File: src/rtl/lscan_pkg.sv
package lscan_pkg;
   typedef enum logic {
      DUTY_SHORT = 1'b0,
      DUTY_LONG  = 1'b1
   } duty_e;

   typedef struct packed {
      logic load;
      logic step;
   } ctr_cmd_t;

   function automatic ctr_cmd_t decode_ctl(input logic sync_i, input logic lclk_i);
      ctr_cmd_t c;
      c.load = sync_i;
      c.step = lclk_i & ~sync_i;
      return c;
   endfunction
endpackage

File: src/rtl/lscan_start_reg.sv
module lscan_start_reg #(
   parameter int LINE_W = 6
) (
   input  logic              clk,
   input  logic              rst_n,
   input  logic              we,
   input  logic [LINE_W-1:0] din,
   output logic [LINE_W-1:0] q
);
   initial begin
      if (LINE_W < 1) $error("lscan_start_reg: LINE_W must be positive");
   end

   always_ff @(posedge clk) begin
      if (!rst_n)  q <= '0;
      else if (we) q <= din;
   end
endmodule

File: src/rtl/lscan_line_ctr.sv
module lscan_line_ctr #(
   parameter int LINE_W = 6
) (
   input  logic              clk,
   input  logic              rst_n,
   input  logic              load,
   input  logic [LINE_W-1:0] load_val,
   input  logic              step,
   output logic [LINE_W-1:0] q
);
   localparam logic [LINE_W-1:0] ONE = LINE_W'(1);

   always_ff @(posedge clk) begin
      if (!rst_n)     q <= '0;
      else if (load)  q <= load_val;
      else if (step)  q <= q + ONE;
   end
endmodule

File: src/rtl/lscan_slot_ctr.sv
module lscan_slot_ctr #(
   parameter int SLOT_W  = 7,
   parameter int DUTY_LO = 33,
   parameter int DUTY_HI = 65
) (
   input  logic              clk,
   input  logic              rst_n,
   input  logic              clear,
   input  logic              step,
   input  lscan_pkg::duty_e  duty,
   output logic              last,
   output logic [SLOT_W-1:0] slot_q
);
   localparam logic [SLOT_W-1:0] LAST_LO = SLOT_W'(DUTY_LO - 1);
   localparam logic [SLOT_W-1:0] LAST_HI = SLOT_W'(DUTY_HI - 1);
   localparam logic [SLOT_W-1:0] SAT     = {SLOT_W{1'b1}};

   initial begin
      if (DUTY_HI - 1 > int'(SAT)) $error("lscan_slot_ctr: SLOT_W too narrow");
   end

   always_ff @(posedge clk) begin
      if (!rst_n)                     slot_q <= '0;
      else if (clear)                 slot_q <= '0;
      else if (step && slot_q != SAT) slot_q <= slot_q + SLOT_W'(1);
   end

   always_comb begin
      unique case (duty)
         lscan_pkg::DUTY_LONG:  last = (slot_q == LAST_HI);
         default:               last = (slot_q == LAST_LO);
      endcase
   end
endmodule

File: src/rtl/lscan_addr_sel.sv
module lscan_addr_sel #(
   parameter int LINE_W  = 6,
   parameter bit OUT_REG = 1'b0
) (
   input  logic              clk,
   input  logic              rst_n,
   input  logic [LINE_W-1:0] cnt,
   input  logic              last_slot,
   input  logic              en,
   output logic [LINE_W:0]   addr,
   output logic              ind
);
   localparam logic [LINE_W:0] IND_ADDR = {1'b1, {LINE_W{1'b0}}};

   logic          ind_c;
   logic [LINE_W:0] addr_c;

   always_comb begin
      ind_c  = en & last_slot;
      addr_c = ind_c ? IND_ADDR : {1'b0, cnt};
   end

   generate
      if (OUT_REG) begin : g_reg
         always_ff @(posedge clk) begin
            if (!rst_n) begin
               addr <= '0;
               ind  <= 1'b0;
            end else begin
               addr <= addr_c;
               ind  <= ind_c;
            end
         end
      end else begin : g_comb
         assign addr = addr_c;
         assign ind  = ind_c;
      end
   endgenerate
endmodule

File: src/rtl/line_scan_gen.sv
module line_scan_gen #(
   parameter int LINE_W  = 6,
   parameter int DUTY_LO = 33,
   parameter int DUTY_HI = 65,
   parameter bit OUT_REG = 1'b0
) (
   input  logic              clk,
   input  logic              rst_n,
   input  logic              cmd_we,
   input  logic [LINE_W-1:0] cmd_line,
   input  logic              frame_sync,
   input  logic              line_clk,
   input  logic              duty_long,
   input  logic              plus_one_en,
   output logic [LINE_W:0]   line_addr,
   output logic              ind_sel
);
   localparam int SLOT_W = $clog2(DUTY_HI + 1);

   initial begin
      if (DUTY_LO < 2)                $error("line_scan_gen: DUTY_LO too small");
      if (DUTY_HI <= DUTY_LO)         $error("line_scan_gen: DUTY_HI must exceed DUTY_LO");
      if (DUTY_HI > (1 << LINE_W) + 1) $error("line_scan_gen: DUTY_HI exceeds line space");
   end

   lscan_pkg::ctr_cmd_t ctl;
   logic [LINE_W-1:0]   start_q;
   logic [LINE_W-1:0]   cnt_q;
   logic [SLOT_W-1:0]   slot_q;
   logic                last_slot;
   lscan_pkg::duty_e    duty;

   always_comb begin
      ctl  = lscan_pkg::decode_ctl(frame_sync, line_clk);
      duty = duty_long ? lscan_pkg::DUTY_LONG : lscan_pkg::DUTY_SHORT;
   end

   lscan_start_reg #(.LINE_W(LINE_W)) u_start (
      .clk(clk), .rst_n(rst_n), .we(cmd_we), .din(cmd_line), .q(start_q)
   );

   lscan_line_ctr #(.LINE_W(LINE_W)) u_line (
      .clk(clk), .rst_n(rst_n), .load(ctl.load), .load_val(start_q),
      .step(ctl.step), .q(cnt_q)
   );

   lscan_slot_ctr #(.SLOT_W(SLOT_W), .DUTY_LO(DUTY_LO), .DUTY_HI(DUTY_HI)) u_slot (
      .clk(clk), .rst_n(rst_n), .clear(ctl.load), .step(ctl.step),
      .duty(duty), .last(last_slot), .slot_q(slot_q)
   );

   lscan_addr_sel #(.LINE_W(LINE_W), .OUT_REG(OUT_REG)) u_sel (
      .clk(clk), .rst_n(rst_n), .cnt(cnt_q), .last_slot(last_slot),
      .en(plus_one_en), .addr(line_addr), .ind(ind_sel)
   );
endmodule

File: config.mk
export PLATFORM = sky130hd
export DESIGN_NAME = line_scan_gen
export DESIGN_NICKNAME = d
export VERILOG_FILES = /design/src/rtl/lscan_pkg.sv /design/src/rtl/lscan_start_reg.sv /design/src/rtl/lscan_line_ctr.sv /design/src/rtl/lscan_slot_ctr.sv /design/src/rtl/lscan_addr_sel.sv /design/src/rtl/line_scan_gen.sv
export SDC_FILE = /design/constraint.sdc
export NUM_CORES = 1
export LEC_CHECK = 0
export BUFFER_PORTS_ARGS = -buffer_cell sky130_fd_sc_hd__clkbuf_2
export CORE_UTILIZATION = 24
export DETAILED_ROUTE_END_ITERATION = 12
export GPL_TIMING_DRIVEN = 0
export PLACE_DENSITY = 0.39
export SKIP_CTS_REPAIR_TIMING = 1
export SLEW_MARGIN = 0
export SYNTH_ARGS = -nofsm -noshare
export SYNTH_HDL_FRONTEND = slang
export SYNTH_SLANG_ARGS = --single-unit
File: constraint.sdc
create_clock -name clk -period 2.8 [get_ports clk]
set_input_delay 0.28 -clock clk [delete_from_list [all_inputs] [get_ports clk]]
set_output_delay 0.28 -clock clk [all_outputs]
set_load 0.1 [all_outputs]
==> PnR_summary.wiki, run 1 <==
{| class="wikitable"
! Metric !! Value
|-
| Result of the run || complete, no violations
|-
| Die outline height || 64.8 µm
|-
| Layout overhead on the synthesized area || 21.3%
|-
| Synthesized flop and latch total || 19
|-
| DRC violation count after routing || 0
|-
| Largest buffer count on any clock path || 2
|-
| Data required time of the critical path || 2520 ps
|-
| Setup TNS after final layout || 0 ps
|-
| Starting Density || 25.5%
|-
| Proportion of synthesized flip-flops having asynchronous set or reset || 0%
|-
| Buffers on Ports || 19
|-
| Number of endpoints with negative hold slack in the final report || 0
|-
| Share of Yosys cell area claimed by the top area cell type || 40.2%
|-
| Multiplexer share of the synthesized area || 7.41%
|-
| Max-cap viol count || 0
|-
| I/O pin count || 21
|-
| Cell type with the highest aggregate area in the netlist || dfxtp_1
|-
| Leakage power || 0.501 nW
|-
| Flop-to-flop setup slack || 1300 ps
|-
| Period minus WS final || 2380 ps
|-
| Post-synth EDFFs || 0
|-
| Max_slew headroom || 64.4%
|-
| Crit path largest cell delay || 440 ps
|-
| Synth area leaders || dfxtp_1 40%, mux2i_1 7.4%, and2_1 6.6%
|-
| Dominant combinational cell family by area after synthesis || simple AND/OR/NAND/NOR gates
|-
| Final worst clock skew || 4.40 ps
|-
| Clock insertion delay at the later pin of the skew report || 260 ps
|-
| Flop pwr share || 50.2%
|-
| Basic-gate share of the synthesized area counting and, or, nand and nor cells || 26.3%
|-
| Routed via count divided by cell count || 4.31
|-
| Largest net degree at the start of global routing || 12
|-
| Setup repair after global routing missed its margin || false
|-
| Layout Cell Area excl Fill || 1150 µm²
|-
| Worst Hold Depth || 3
|-
| Largest fanout of any net on the critical path || 7
|-
| First-pass GRT wire length || 3350 µm
|-
| CP Capture Type || output pin
|-
| Post-place instance area || 1100 µm²
|-
| Slew of the pin with the lowest slew margin || 529 ps
|-
| Power per cell area || 502 nW/µm²
|-
| Utilization after layout || 30.9%
|-
| Buffers plus inverters on the worst setup path || 4
|-
| Type of origin of the critical path || flip-flop
|-
| Antenna violations before repair || 0
|-
| Post-detailed-route wirelength per cell || 10.6 µm
|-
| Sequential Area || 380 µm²
|-
| Gp weighted congestion || 0.720
|-
| Part of the cycle the worst path needs || 84.9%
|-
| Register-to-Register Path Depth || 4
|-
| Category of the critical setup timing path || reg -> out
|-
| Die Span X || 64.8 µm
|-
| ANT cells || 0
|-
| Relative contribution of the clock network to total power || 33.5%
|-
| Synthesized-area fraction occupied by xor and xnor cells || 5.56%
|-
| Total clock buffers created by CTS || 3
|-
| Area taken by multi-input logic gates || 527 µm²
|-
| Slowest cell on crit path || clkbuf_2
|-
| Final number of max-transition violations || 0
|-
| Post-synthesis sequential area ratio || 40.2%
|-
| Adder and majority gate portion of the synthesized area || 3.97%
|-
| Class of the most critical hold timing path || in -> reg
|-
| P_int || 410 µW
|-
| Most used flip-flop cell after synthesis || dfxtp_1
|-
| Number of setup violations in the final report || 0
|-
| Top cell family by delay on the critical path || buffers and inverters
|-
| Mapped Cells || 108
|-
| Antenna Nets Post-Route || 0
|-
| Sink count of the clock tree || 19
|-
| Worst R2R End || u_slot.slot_q[3]
|-
| Clock tree from TritonCTS || yes
|-
| Largest voltage drop on the vdd net || 188 µV
|-
| Dpl hpwl || 1480 µm
|-
| Vias post-DR || 772
|-
| Compound-Gate Fraction of Synth Area || 12.4%
|-
| Min-Delay Startpoint || cmd_line[2]
|-
| Total iterations of the first detailed-routing run || 4
|-
| Worst hold-check slack || 279 ps
|-
| Avg Cell Area, Syn || 8.76 µm²
|-
| Clock-pin slew on the worst setup and hold paths || 80 ps
|-
| Syn nets || 124
|-
| Combinational cell fraction of total power || 16.2%
|-
| Placeable core area || 3720 µm²
|-
| Final WL || 1890 µm
|-
| Violation count after the first detailed-route iteration || 19
|-
| Crit path DAT || 2100 ps
|-
| Most used cell, CP || inv_1
|-
| Overall Global Routing Usage || 10.5%
|-
| Capture endpoint of the worst hold path || u_start.q[2]
|-
| Switching part of the total power || 28.8%
|-
| Highest clock frequency the design can meet || 421 MHz
|-
| Critical path, cell by cell || inv_1 -> ha_1 -> nand2_1 -> nor4_1 -> o21ai_0 -> inv_1 -> buf_4 -> clkbuf_2
|-
| Worst reg2reg path startpoint || u_slot.slot_q[0]
|-
| Layout cell share with drive strength beyond 1 || 20.6%
|-
| Die Area || 4200 µm²
|-
| Count of standard-cell rows || 22
|-
| Net count reported at finish || 148
|-
| Switch Pwr || 166 µW
|-
| Synthesis warning total || 0
|-
| Fill cells || 413
|-
| Count of cell types in the netlist || 26
|-
| H-tree depth reported by CTS || 1
|-
| Clk root buf || clkbuf_8
|-
| Post-synthesis cell area || 946 µm²
|-
| Gr ovfl total || 0
|-
| Number of global-route vias before repair || 763
|}
[worst min-delay path, cell delays in order]
cell      delay, ps
clkbuf_2         70
mux2i_1          50
nor2b_1          90
[layer usage]
metal	wire [µm]	vias up	part of all wire, %	global-route usage, %
met3	92	4	4.9	2.46
met5	0	-	0	0
met2	749	16	40	15.2
li1	-	419	-	-
met1	1020	333	54	14.0
met4	37	0	2.0	5.83
[power groups by stage]
stage / combinational (mW) / sequential (mW) / clock, mW
final: 0.0934 / 0.289 / 0.193
after global routing: 0.102 / 0.291 / 0.217
after CTS: 0.0947 / 0.290 / 0.201
after detailed placement: 0.0944 / 0.296 / 0
after global placement: 0.0938 / 0.296 / 0
after floorplan: 0.0730 / 0.294 / 0
[cell usage after synthesis, types with 2 or more instances]
cell type	number
dfxtp_1	19
nand2_1	11
and2_1	10
o21ai_0	8
mux2i_1	7
nor2b_1	7
a21oi_1	5
inv_1	5
nor2_1	4
ha_1	3
nand3_1	3
nand4_1	3
xnor2_1	3
xor2_1	3
a31oi_1	2
and3_1	2
clkbuf_1	2
o211ai_1	2
or4_1	2
[layout by cell type, fill, tap and decap left out, types with 2 or more instances in the layout]
cell type and n:
clkbuf_2 19, nand2_1 11, clkbuf_1 2, a21oi_1 5, mux2i_1 7, and3_1 2, nand3_1 3, ha_1 3
dfxtp_1 19, or4_1 2, nand4_1 3, xor2_1 3, xnor2_1 3, clkbuf_8 3, o21ai_0 8, nor2_1 4
inv_1 5, nor2b_1 7, a31oi_1 2, o211ai_1 2, and2_1 10
[logic make-up after synthesis]
family,Yosys count
and+or+nand+nor,45
xor gates and xnor gates,6
DFF,19
buffers and inverters,9
muxes,7
adders and majority gates,3
AOI/OAI and AO/OA,19
[flip-flops by register name, indices dropped and copies added (netlist names)]
name,cells
u_line.q,6
u_start.q,6
u_slot.slot_q,7
[worst max path at each step]
stage,startpoint,endpoint,slack [ps],cells past startpoint
finish,u_slot.slot_q[0],line_addr[6],420,8
detailed placement,u_slot.slot_q[0],line_addr[6],670,8
global route,u_slot.slot_q[0],line_addr[6],230,8
floorplan,u_slot.slot_q[0],line_addr[6],550,7
global placement,u_slot.slot_q[0],line_addr[6],670,8
CTS,u_slot.slot_q[0],line_addr[6],370,8
[stage by stage]
step	power, mW	cells	setup WS, ps
2_1_floorplan	0.367	108	549
3_3_place_gp	0.390	175	668
3_5_place_dp	0.390	175	673
4_1_cts	0.586	179	369
5_1_grt	0.610	179	227
6_report	0.576	179	424
[final cells by class]
type | count | area share, %
Multi-Input combinational cell | 80 | 45.9
Clock buffer | 3 | 3.60
Clock inverter | 1 | 0.436
Tap cell | 48 | 5.23
Inverter | 5 | 1.64
Buffer | 4 | 1.74
Sequential cell | 19 | 33.2
Timing Repair Buffer | 19 | 8.29
Note: power is estimated with default switching activity, not from simulation.
==> run 2: changes to the inputs <==
- ABC_AREA: not set -> 1
- PLACE_DENSITY: 0.39 -> 0.38
- clock period: 2.8 -> 2.4 ns (I/O delays scaled with it)
==> PnR_summary.wiki, run 2 <==
{| class="wikitable"
! Metric !! Value
|-
| Most common library cell in the layout ignoring fill and taps || nor2_1
|-
| Largest voltage drop on the vdd net || 153 µV (was 188 µV)
|-
| Layout overhead on the synthesized area || 21.1% (was 21.3%)
|-
| Commonest non-fill, non-tap cells in the layout || 27 x nor2_1, 21 x nand2_1, 20 x inv_1 (was 19 x clkbuf_2, 19 x dfxtp_1, 11 x nand2_1)
|-
| Power per cell area || 543 nW/µm² (was 502 nW/µm²)
|-
| Result of the run || complete, no violations (unchanged)
|-
| Most used flip-flop cell after synthesis || dfxtp_1 (unchanged)
|-
| ANT cells || 0 (unchanged)
|-
| Vias post-DR || 970 (was 772)
|-
| Final worst clock skew || 3.68 ps (was 4.40 ps)
|-
| Largest register FFs || 7 (unchanged)
|-
| Die Area || 4590 µm² (was 4200 µm²)
|-
| Highest clock frequency the design can meet || 446 MHz
|-
| Gp weighted congestion || 0.720 (about the same)
|-
| Die outline height || 67.7 µm (was 64.8 µm)
|-
| Violation count after the first detailed-route iteration || 28 (was 19)
|-
| Worst setup slack before clock tree synthesis || 302 ps (was 673 ps)
|-
| Count of standard-cell rows || 23 (was 22)
|-
| Met1 capacity usage during global routing || 15.5% (was 14.0%)
|-
| Compound-Gate Fraction of Synth Area || 13.5% (was 12.4%)
|-
| Final worst setup slack || 158 ps (was 424 ps)
|-
| Total iterations of the first detailed-routing run || 4 (unchanged)
|-
| Slowest cell on crit path || buf_2 (was clkbuf_2)
|-
| Register-to-Register Path Depth || 7 (was 4)
|-
| Final WL || 2310 µm (was 1890 µm)
|-
| Setup repair after global routing missed its margin || false (unchanged)
|-
| Number of endpoints with negative hold slack in the final report || 0 (unchanged)
|-
| Min-Delay Startpoint || cmd_line[5] (was cmd_line[2])
|-
| Dominant combinational cell family by area after synthesis || simple AND/OR/NAND/NOR gates (unchanged)
|-
| Data required time of the critical path || 2160 ps (was 2520 ps)
|-
| Worst R2R End || u_slot.slot_q[2] (was u_slot.slot_q[3])
|-
| Worst Hold Depth || 3 (unchanged)
|-
| Flop-to-flop setup slack || 1100 ps (was 1300 ps)
|-
| Post-synthesis cell area || 1040 µm² (was 946 µm²)
|-
| Dpl hpwl || 1870 µm (was 1480 µm)
|-
| Buffers on Ports || 19 (unchanged)
|-
| Critical path, cell by cell || inv_1 -> ha_1 -> nand3_1 -> nor3_1 -> o21a_2 -> buf_4 -> buf_2 (was inv_1 -> ha_1 -> nand2_1 -> nor4_1 -> o21ai_0 -> inv_1 -> buf_4 -> clkbuf_2)
|-
| Synthesized-area fraction occupied by xor and xnor cells || 2.53% (was 5.56%)
|-
| Post-synthesis sequential area ratio || 36.7% (was 40.2%)
|-
| Syn nets || 168 (was 124)
|-
| Gr ovfl total || 0 (unchanged)
|-
| CP Capture Type || output pin (unchanged)
|-
| Number of global-route vias before repair || 835 (was 763)
|-
| Layout cell share with drive strength beyond 1 || 22.9% (was 20.6%)
|-
| Class of the most critical hold timing path || in -> reg (unchanged)
|-
| Number of setup violations in the final report || 0 (unchanged)
|-
| Most congested layer reported by global routing || met2 (unchanged)
|-
| Overall Global Routing Usage || 10.7% (was 10.5%)
|-
| Met3 Track Usage GR || 2.20% (was 2.46%)
|-
| Starting Density || 25.4% (was 25.5%)
|-
| H-tree depth reported by CTS || 1 (unchanged)
|-
| Clock-pin slew on the worst setup and hold paths || 70 ps (was 80 ps)
|-
| Adder and majority gate portion of the synthesized area || 3.62% (was 3.97%)
|-
| Routed via count divided by cell count || 4.31 (about the same)
|-
| Type of origin of the critical path || flip-flop (unchanged)
|-
| Crit path DAT || 2000 ps (was 2100 ps)
|-
| Sink count of the clock tree || 19 (unchanged)
|-
| Clk root buf || clkbuf_8 (unchanged)
|-
| Total clock buffers created by CTS || 3 (unchanged)
|-
| Avg Cell Area, Syn || 6.82 µm² (was 8.76 µm²)
|-
| Leading registers by flop count || u_slot.slot_q (7), u_line.q (6), u_start.q (6) (unchanged)
|-
| Largest net degree at the start of global routing || 11 (was 12)
|-
| Net count reported at finish || 192 (was 148)
|-
| Max-cap viol count || 0 (unchanged)
|-
| First-pass GRT wire length || 3710 µm (was 3350 µm)
|-
| Largest buffer count on any clock path || 2 (unchanged)
|-
| Synthesized flop and latch total || 19 (unchanged)
|-
| Crit path largest cell delay || 410 ps (was 440 ps)
|-
| Leakage power || 0.547 nW (was 0.501 nW)
|-
| Cell type with the highest aggregate area in the netlist || dfxtp_1 (unchanged)
|-
| Largest Register || u_slot.slot_q (unchanged)
|-
| Buffers plus inverters on the worst setup path || 3 (was 4)
|-
| Category of the critical setup timing path || reg -> out (unchanged)
|-
| Slew of the pin with the lowest slew margin || 541 ps (was 529 ps)
|-
| Clock tree from TritonCTS || yes (unchanged)
|-
| Synthesis warning total || 0 (unchanged)
|-
| DRC violation count after routing || 0 (unchanged)
|-
| Mapped Cells || 152 (was 108)
|-
| Most common cell in the synthesized netlist || nor2_1 (was dfxtp_1)
|-
| Period minus WS final || 2240 ps
|-
| Max_slew headroom || 64.1% (was 64.4%)
|-
| Worst reg2reg path startpoint || u_slot.slot_q[1] (was u_slot.slot_q[0])
|-
| Antenna Nets Post-Route || 0 (unchanged)
|-
| I/O pin count || 21 (unchanged)
|-
| Ranking of synthesized cells by instance count || 33 x nor2_1, 21 x nand2_1, 20 x inv_1 (was 19 x dfxtp_1, 11 x nand2_1, 10 x and2_1)
|-
| Proportion of synthesized flip-flops having asynchronous set or reset || 0% (unchanged)
|-
| Capture endpoint of the worst hold path || u_start.q[5] (was u_start.q[2])
|-
| Final number of max-transition violations || 0 (unchanged)
|-
| Share of Yosys cell area claimed by the top area cell type || 36.7% (was 40.2%)
|-
| Clock insertion delay at the later pin of the skew report || 250 ps (was 260 ps)
|-
| Utilization after layout || 30.7% (was 30.9%)
|-
| Largest fanout of any net on the critical path || 8 (was 7)
|-
| Basic-gate share of the synthesized area counting and, or, nand and nor cells || 33.1% (was 26.3%)
|-
| Count of cell types in the netlist || 24 (was 26)
|-
| M2 GR Usage || 15.6% (was 15.2%)
|-
| Antenna violations before repair || 0 (unchanged)
|-
| Placeable core area || 4090 µm² (was 3720 µm²)
|-
| Synth area leaders || dfxtp_1 37%, nor2_1 12%, nand2_1 7.6% (was dfxtp_1 40%, mux2i_1 7.4%, and2_1 6.6%)
|-
| Part of the cycle the worst path needs || 93.4%
|-
| Multiplexer share of the synthesized area || 0% (was 7.41%)
|-
| Post-synth EDFFs || 0 (unchanged)
|-
| Top cell family by delay on the critical path || buffers and inverters (unchanged)
|-
| Die Span X || 67.7 µm (was 64.8 µm)
|-
| Post-detailed-route wirelength per cell || 10.3 µm (was 10.6 µm)
|}
-- run 2: changes by cell type after synthesis, sizes merged, moves of 7 or more --
| cell | delta |
|---|---|
| nor2 | +32 |
| inv | +17 |
| nand2 | +13 |
| and2 | -10 |
| nand3 | +9 |
| mux2i | -7 |
| nor2b | -7 |
-- run 2: tightest hold or removal path, delay by kind of cell --
| kind | cells | cell delay [ps] |
|---|---|---|
| simple gates | 2 | 110 |
| buf+inv | 1 | 80 |
-- run 2: report_power, final --
group | leakage [nW] | switching [mW] | internal [mW] | total, mW
Clock | 0.0228 | 0.106 | 0.118 | 0.223
Sequential | 0.156 | 0.0124 | 0.329 | 0.342
Combinational | 0.368 | 0.0848 | 0.0328 | 0.118
Total | 0.547 | 0.203 | 0.480 | 0.683
-- run 2: metal layers --
metal,share of wire [%],vias up
met3,5.4,2
li1,-,527
met4,0.43,0
met1,53,414
met5,0,-
met2,41,27
-- run 2: kinds of logic after synthesis --
family,Yosys count
flops,19
fa+ha+maj,3
simple gates,76
buf+inv,26
xor+xnor,3
compound gates,25
-- run 2: worst max-delay path by stage --
stage	to	from	cells past startpoint
floorplan	line_addr[0]	u_slot.slot_q[0]	6
global placement	line_addr[6]	u_slot.slot_q[0]	7
detailed placement	line_addr[6]	u_slot.slot_q[0]	7
CTS	line_addr[6]	u_slot.slot_q[0]	7
global route	line_addr[6]	u_slot.slot_q[0]	7
finish	line_addr[6]	u_slot.slot_q[0]	7
-- run 2: cell type report --
type                       instances  area, µm²
multi-input combinational        107        563
sequential                        19        380
fill                             472       2830
clock buffer                       4       45.0
tap                               50       62.6
timing repair buffer              19       95.1
inverter                          22       82.6
buffer                             4       27.5
-- run 2: per-stage QoR --
step | power, mW | hold WS [ps] | cell area [µm²] | setup TNS [ps] | std cells
final | 0.683 | 206 | 1260 | 0 | 225
after global routing | 0.716 | 215 | 1260 | 0 | 225
after CTS | 0.694 | 207 | 1250 | 0 | 225
after detailed placement | 0.467 | 471 | 1210 | 0 | 221
after global placement | 0.466 | 464 | 1210 | 0 | 221
after floorplan | 0.437 | 375 | 1050 | -655 | 152
